## src/rtl/spi_at_pkg.sv

```systemverilog
package spi_at_pkg;
  typedef struct packed {
    logic loadTx;
    logic shiftOut;
    logic sampleIn;
    logic wordDone;
  } spiStrobe_t;
endpackage

```

## src/rtl/spi_at_sync.sv

```systemverilog
module spi_at_sync #(
  parameter int WIDTH = 3,
  parameter logic [WIDTH-1:0] RST_VAL = '0
) (
  input  logic             clk,
  input  logic             rstN,
  input  logic [WIDTH-1:0] asyncIn,
  output logic [WIDTH-1:0] syncOut
);
  logic [WIDTH-1:0] stage1;

  always_ff @(posedge clk or negedge rstN) begin
    if (!rstN) begin
      stage1  <= RST_VAL;
      syncOut <= RST_VAL;
    end else begin
      stage1  <= asyncIn;
      syncOut <= stage1;
    end
  end
endmodule

```

## src/rtl/spi_at_ctrl.sv

```systemverilog
module spi_at_ctrl
  import spi_at_pkg::*;
#(
  parameter int WORD_W = 16
) (
  input  logic       clk,
  input  logic       rstN,
  input  logic       sclkSync,
  input  logic       csNSync,
  output spiStrobe_t stb,
  output logic       modeHigh
);
  localparam int CNT_W = $clog2(WORD_W);
  localparam logic [CNT_W-1:0] LAST_BIT = CNT_W'(WORD_W - 1);

  logic             sclkPrev;
  logic             csNPrev;
  logic             skipFall;
  logic [CNT_W-1:0] bitCnt;
  logic             clkRise;
  logic             clkFall;
  logic             frameStart;
  logic             inFrame;
  logic             outEdge;

  assign clkRise    = sclkSync & ~sclkPrev;
  assign clkFall    = ~sclkSync & sclkPrev;
  assign frameStart = ~csNSync & csNPrev;
  assign inFrame    = ~csNSync & ~frameStart;
  assign outEdge    = inFrame & clkFall & ~skipFall;

  always_comb begin
    stb.sampleIn = inFrame & clkRise;
    stb.wordDone = inFrame & clkRise & (bitCnt == LAST_BIT);
    stb.loadTx   = frameStart | (outEdge & (bitCnt == '0));
    stb.shiftOut = outEdge & (bitCnt != '0);
  end

  always_ff @(posedge clk or negedge rstN) begin
    if (!rstN) begin
      sclkPrev <= 1'b0;
      csNPrev  <= 1'b1;
      skipFall <= 1'b0;
      bitCnt   <= '0;
      modeHigh <= 1'b0;
    end else begin
      sclkPrev <= sclkSync;
      csNPrev  <= csNSync;
      if (csNSync) begin
        bitCnt   <= '0;
        skipFall <= 1'b0;
      end else if (frameStart) begin
        modeHigh <= sclkSync;
        skipFall <= sclkSync;
        bitCnt   <= '0;
      end else begin
        if (clkRise) bitCnt <= (bitCnt == LAST_BIT) ? '0 : bitCnt + 1'b1;
        if (clkFall) skipFall <= 1'b0;
      end
    end
  end
endmodule

```

## src/rtl/spi_at_datapath.sv

```systemverilog
module spi_at_datapath
  import spi_at_pkg::*;
#(
  parameter int WORD_W = 16
) (
  input  logic              clk,
  input  logic              rstN,
  input  spiStrobe_t        stb,
  input  logic              sdiSync,
  input  logic [WORD_W-1:0] txWord,
  output logic              serOut,
  output logic [WORD_W-1:0] rxWord,
  output logic              rxValid
);
  logic [WORD_W-1:0] shiftIn;
  logic [WORD_W-1:0] shiftOut;

  assign serOut = shiftOut[WORD_W-1];

  always_ff @(posedge clk or negedge rstN) begin
    if (!rstN) begin
      shiftIn  <= '0;
      shiftOut <= '0;
      rxWord   <= '0;
      rxValid  <= 1'b0;
    end else begin
      if (stb.sampleIn) shiftIn <= {shiftIn[WORD_W-2:0], sdiSync};
      if (stb.loadTx) shiftOut <= txWord;
      else if (stb.shiftOut) shiftOut <= {shiftOut[WORD_W-2:0], 1'b0};
      rxValid <= stb.wordDone;
      if (stb.wordDone) rxWord <= {shiftIn[WORD_W-2:0], sdiSync};
    end
  end
endmodule

```

## src/rtl/spi_target_automode.sv

```systemverilog
module spi_target_automode
  import spi_at_pkg::*;
#(
  parameter int WORD_W      = 16,
  parameter bit SINGLE_WIRE = 1'b0
) (
  input  logic              clk,
  input  logic              rstN,
  input  logic              sclkIn,
  input  logic              csNIn,
  input  logic              sdiIn,
  input  logic [WORD_W-1:0] txWord,
  input  logic              txPhase,
  output logic              serOut,
  output logic              serOutEn,
  output logic [WORD_W-1:0] rxWord,
  output logic              rxValid,
  output logic              modeHigh
);
  logic [2:0] syncVec;
  logic       sclkSync;
  logic       csNSync;
  logic       sdiSync;
  spiStrobe_t stb;

  spi_at_sync #(.WIDTH(3), .RST_VAL(3'b010)) uSync (
    .clk(clk), .rstN(rstN),
    .asyncIn({sclkIn, csNIn, sdiIn}),
    .syncOut(syncVec)
  );
  assign {sclkSync, csNSync, sdiSync} = syncVec;

  spi_at_ctrl #(.WORD_W(WORD_W)) uCtrl (
    .clk(clk), .rstN(rstN),
    .sclkSync(sclkSync), .csNSync(csNSync),
    .stb(stb), .modeHigh(modeHigh)
  );

  spi_at_datapath #(.WORD_W(WORD_W)) uData (
    .clk(clk), .rstN(rstN), .stb(stb), .sdiSync(sdiSync),
    .txWord(txWord), .serOut(serOut), .rxWord(rxWord), .rxValid(rxValid)
  );

  generate
    if (SINGLE_WIRE) begin : gShared
      assign serOutEn = ~csNSync & txPhase;
    end else begin : gFour
      logic unusedPhase;
      assign unusedPhase = txPhase;
      assign serOutEn    = ~csNSync;
    end
  endgenerate
endmodule

```

## config.mk

```make
export PLATFORM = sky130hd
export DESIGN_NAME = spi_target_automode
export DESIGN_NICKNAME = d
export VERILOG_FILES = /design/src/rtl/spi_at_pkg.sv /design/src/rtl/spi_at_sync.sv /design/src/rtl/spi_at_ctrl.sv /design/src/rtl/spi_at_datapath.sv /design/src/rtl/spi_target_automode.sv
export SDC_FILE = /design/constraint.sdc
export NUM_CORES = 1
export LEC_CHECK = 0
export BUFFER_PORTS_ARGS = -buffer_cell sky130_fd_sc_hd__buf_4
export CORE_MARGIN = 2
export CORE_UTILIZATION = 40
export CTS_BUF_LIST = sky130_fd_sc_hd__clkbuf_4 sky130_fd_sc_hd__clkbuf_8
export CTS_CLUSTER_SIZE = 25
export DETAILED_ROUTE_END_ITERATION = 8
export GPL_ROUTABILITY_DRIVEN = 0
export HOLD_SLACK_MARGIN = 0.06
export PLACE_DENSITY = 0.67
export SLEW_MARGIN = 10
export SYNTH_ARGS = -nofsm -noshare
export SYNTH_HDL_FRONTEND = slang
export SYNTH_SLANG_ARGS = --single-unit
```

## constraint.sdc

```tcl
create_clock -name clk -period 3.75 [get_ports clk]
set_input_delay 0.1875 -clock clk [delete_from_list [all_inputs] [get_ports clk]]
set_output_delay 0.1875 -clock clk [all_outputs]
set_load 0.03 [all_outputs]
```

==> flow_summary.ini <==
[layout]
finalCoreUtilization_pct = 50.29
n_antenna_cell = 0
finalNonFillerCells = 330
nNetsFinal = 272
syn2layout_area_growth_pct = 22.95
drive_gt1_share_pct = 35.57
stdcell_area_um2 = 3157
fillers = 568

[floorplanning]
die_h_um = 84.12
die_area_um2 = 7075
start_util_pct = 40.90
core_um2 = 6277
num_io_pins = 42
num_rows = 29
fp.dieW_um = 84.12

[setup_path]
reg2reg_from = uSync.syncOut[2]
crit_end = uData.rxWord[3]
start_kind = register
cp_max_fo = 17
r2r_end = uData.rxWord[3]
cpPeakStageDelay_ns = 0.72
critPathTopFamily = simple AND/OR/NAND/NOR gates
rr_worst_depth = 4
crit_start = uSync.syncOut[2]
crit_path_end_kind = register
critPathBufInv = 1
r2r_setup_slack_ns = 1.52
cp_cell_sequence = nor4b_4, buf_4, and4_1, mux2_2
worstSetupPathType = register to register
worstPathRequired_ns = 3.97
timing.critical_path.arrival_ns = 2.45
cpMaxStageDelayCell = and4_1
path_depth = 4

[yosys]
async_flop_share_pct = 100.0
syn_area_um2 = 2567
yosys-top-cells-area = dfrtp_1, mux2_2, mux2_1
synth_compound_area_share_pct = 8.041
yosys.area.top_type_share_pct = 57.50
yosysSeqAreaShare_pct = 60.58
synth_top_cell_by_area = dfrtp_1
synth.top_cells.by_count = dfrtp_1, mux2_2, nand3_1, nor3_1, o21ai_0
post_synth_inst_count = 205
yosys.area_share.adder_pct = 0.9747
synth.area.mux_share_pct = 14.38
yosysMostFrequentCell = dfrtp_1
ys_seq_elements = 62
synth_fp_nets = 229
synth_edf_count = 0
synth_warnings = 0
synthSimpleGateAreaFrac_pct = 11.94
synth_top_family_by_area = multiplexers
syn_area_per_cell_um2 = 12.52
synth-xor-area-share_pct = 0.3411
ys.flop_type = dfrtp_1
synth_cell_types = 32

[timing]
setup_ws_ns = 1.519
relSlewSlack_pct = 49.60
whs_ns = 0.1224
fin_crit_sh_pct = 59.50
setup_tns_ns = 0
final_hold_viol_count = 0
clock_skew_ns = 0.009067
finalCriticalPeriod_ns = 2.231
rsz0062_at_grt = false
setup_viol = 0
fmax_ghz = 0.4482
final_max_slew_viol_count = 0
max_slew.worst_pin.slew_ns = 0.7559

[place]
dpl.hpwl_um = 2979
port_buffers = 40
post-place-ws_ns = 1.454
dpl.cell_count = 310
postPlaceCellArea_um2 = 2913

[cts]
htree_levels = 3
ctsResizeCount = 0
clock-root-buffer = clkbuf_8
clk_latency_ns = 0.34
clkSlewWorstSetupHoldPaths_ns = 0.06
cts_buffers = 9
cts.sinks = 62
clk_path_buf_depth = 2
cts.hold.buffers_added = 4
postCtsSetupBuffers = 0
tritoncts = yes

[route]
wl_um = 4666
vias_per_cell = 5.245
route.detailed.drc = 0
routedWlPerCell_um = 14.14
drt_first_iter_violations = 80
vias = 1731
antenna_left = 0
drt_first_pass_iters = 4

[min_path]
holdPathStages = 3
hp-class = primary input to register

[global_routing]
grt_antenna_before_repair = 0
grt_pass1_wl_um = 7962
grt_usage_pct = 14.37
grt_max_degree = 63
grt_pass1_vias = 1725
overflow = 0

[job]
drv_cap = 0

[power]
leakage_nw = 1.465
switching_share_pct = 23.43
p_per_area_nw_per_um2 = 471.5
seqPwrFrac_pct = 51.2
pwr-share-comb_pct = 8.9
ir_drop_mv = 0.2957
switching_power_mw = 0.3487
finalPower_mw = 1.488
intPower_mw = 1.140
clkPwrFrac_pct = 39.9

[run_status]
status = finished clean
## worst min path at each step
| stage | from | endpoint | slack [ns] |
|---|---|---|---|
| finish | txWord[0] | uData.shiftOut[0] | 0.12 |
| global route | txWord[8] | uData.shiftOut[8] | 0.12 |
| CTS | txWord[0] | uData.shiftOut[0] | 0.11 |
| detailed placement | csNIn | uSync.stage1[1] | 0.30 |
| global placement | csNIn | uSync.stage1[1] | 0.30 |
| floorplan | rstN | uCtrl.bitCnt[0] | -0.11 |
## registers in the layout (all words and copies together), names as in the netlist
signal and cells:
uCtrl.skipFall 1, uData.shiftOut 16, uSync.stage1 3, uData.shiftIn 15, uSync.syncOut 3, uCtrl.sclkPrev 1, uData.rxValid 1, uCtrl.bitCnt 4
uCtrl.csNPrev 1, uData.rxWord 16, uCtrl.modeHigh 1
## metal layers
layer  vias up  GRT usage [%]  share of wire (%)
li1        831              -                  -
met3         6          5.638                5.6
met2        44          20.92                 45
met4         0          6.598                1.4
met1       850          18.93                 48
met5         -              0                  0
## worst register-to-register path: cells and delay by family (launching register included)
| kind | cells | cell delay (ns) |
|---|---|---|
| multiplexers | 1 | 0.41 |
| flip-flops | 1 | 0.48 |
| buffers and inverters | 1 | 0.27 |
| AND/OR/NAND/NOR | 2 | 0.95 |
## cells by family after synthesis
family | after synthesis
buffers and inverters | 20
XOR/XNOR | 1
AND/OR/NAND/NOR | 52
flip-flops | 62
adder cells (fa/ha/maj) | 2
multiplexers | 33
AO/OA/AOI/OAI | 35
## power by group through the flow
stage / combinational, mW / clock [mW] / sequential (mW)
5_1_grt: 0.148 / 0.641 / 0.769
2_1_floorplan: 0.0824 / 0 / 0.767
3_5_place_dp: 0.132 / 0 / 0.775
3_3_place_gp: 0.129 / 0 / 0.773
4_1_cts: 0.136 / 0.613 / 0.763
6_report: 0.133 / 0.593 / 0.762
## placed cells by master, fill, tap and decap left out, types with 2 or more instances in the layout
cell,instances
dfrtp_1,59
nand2b_1,2
nor2b_1,2
mux2_2,22
nand3_1,18
dlygate4sd3_1,4
nand3b_1,2
buf_4,44
clkbuf_8,11
mux2_1,9
inv_1,4
nand2_1,3
ha_1,2
clkinv_2,3
o21ai_0,16
a31oi_1,15
dfstp_2,3
mux2i_1,2
nor3_1,17
## final cells by class
| type | count | area [um2] | area share (%) |
|---|---|---|---|
| Clock inverter | 4 | 45.04 | 1.427 |
| Timing Repair Buffer | 48 | 370.4 | 11.73 |
| Inverter | 4 | 15.01 | 0.4756 |
| Multi-Input combinational cell | 123 | 915.9 | 29.01 |
| Clock buffer | 12 | 158.9 | 5.034 |
| Sequential cell | 62 | 1555 | 49.27 |
| Tap cell | 77 | 96.34 | 3.052 |
Note: power is estimated with default switching activity, not from simulation.
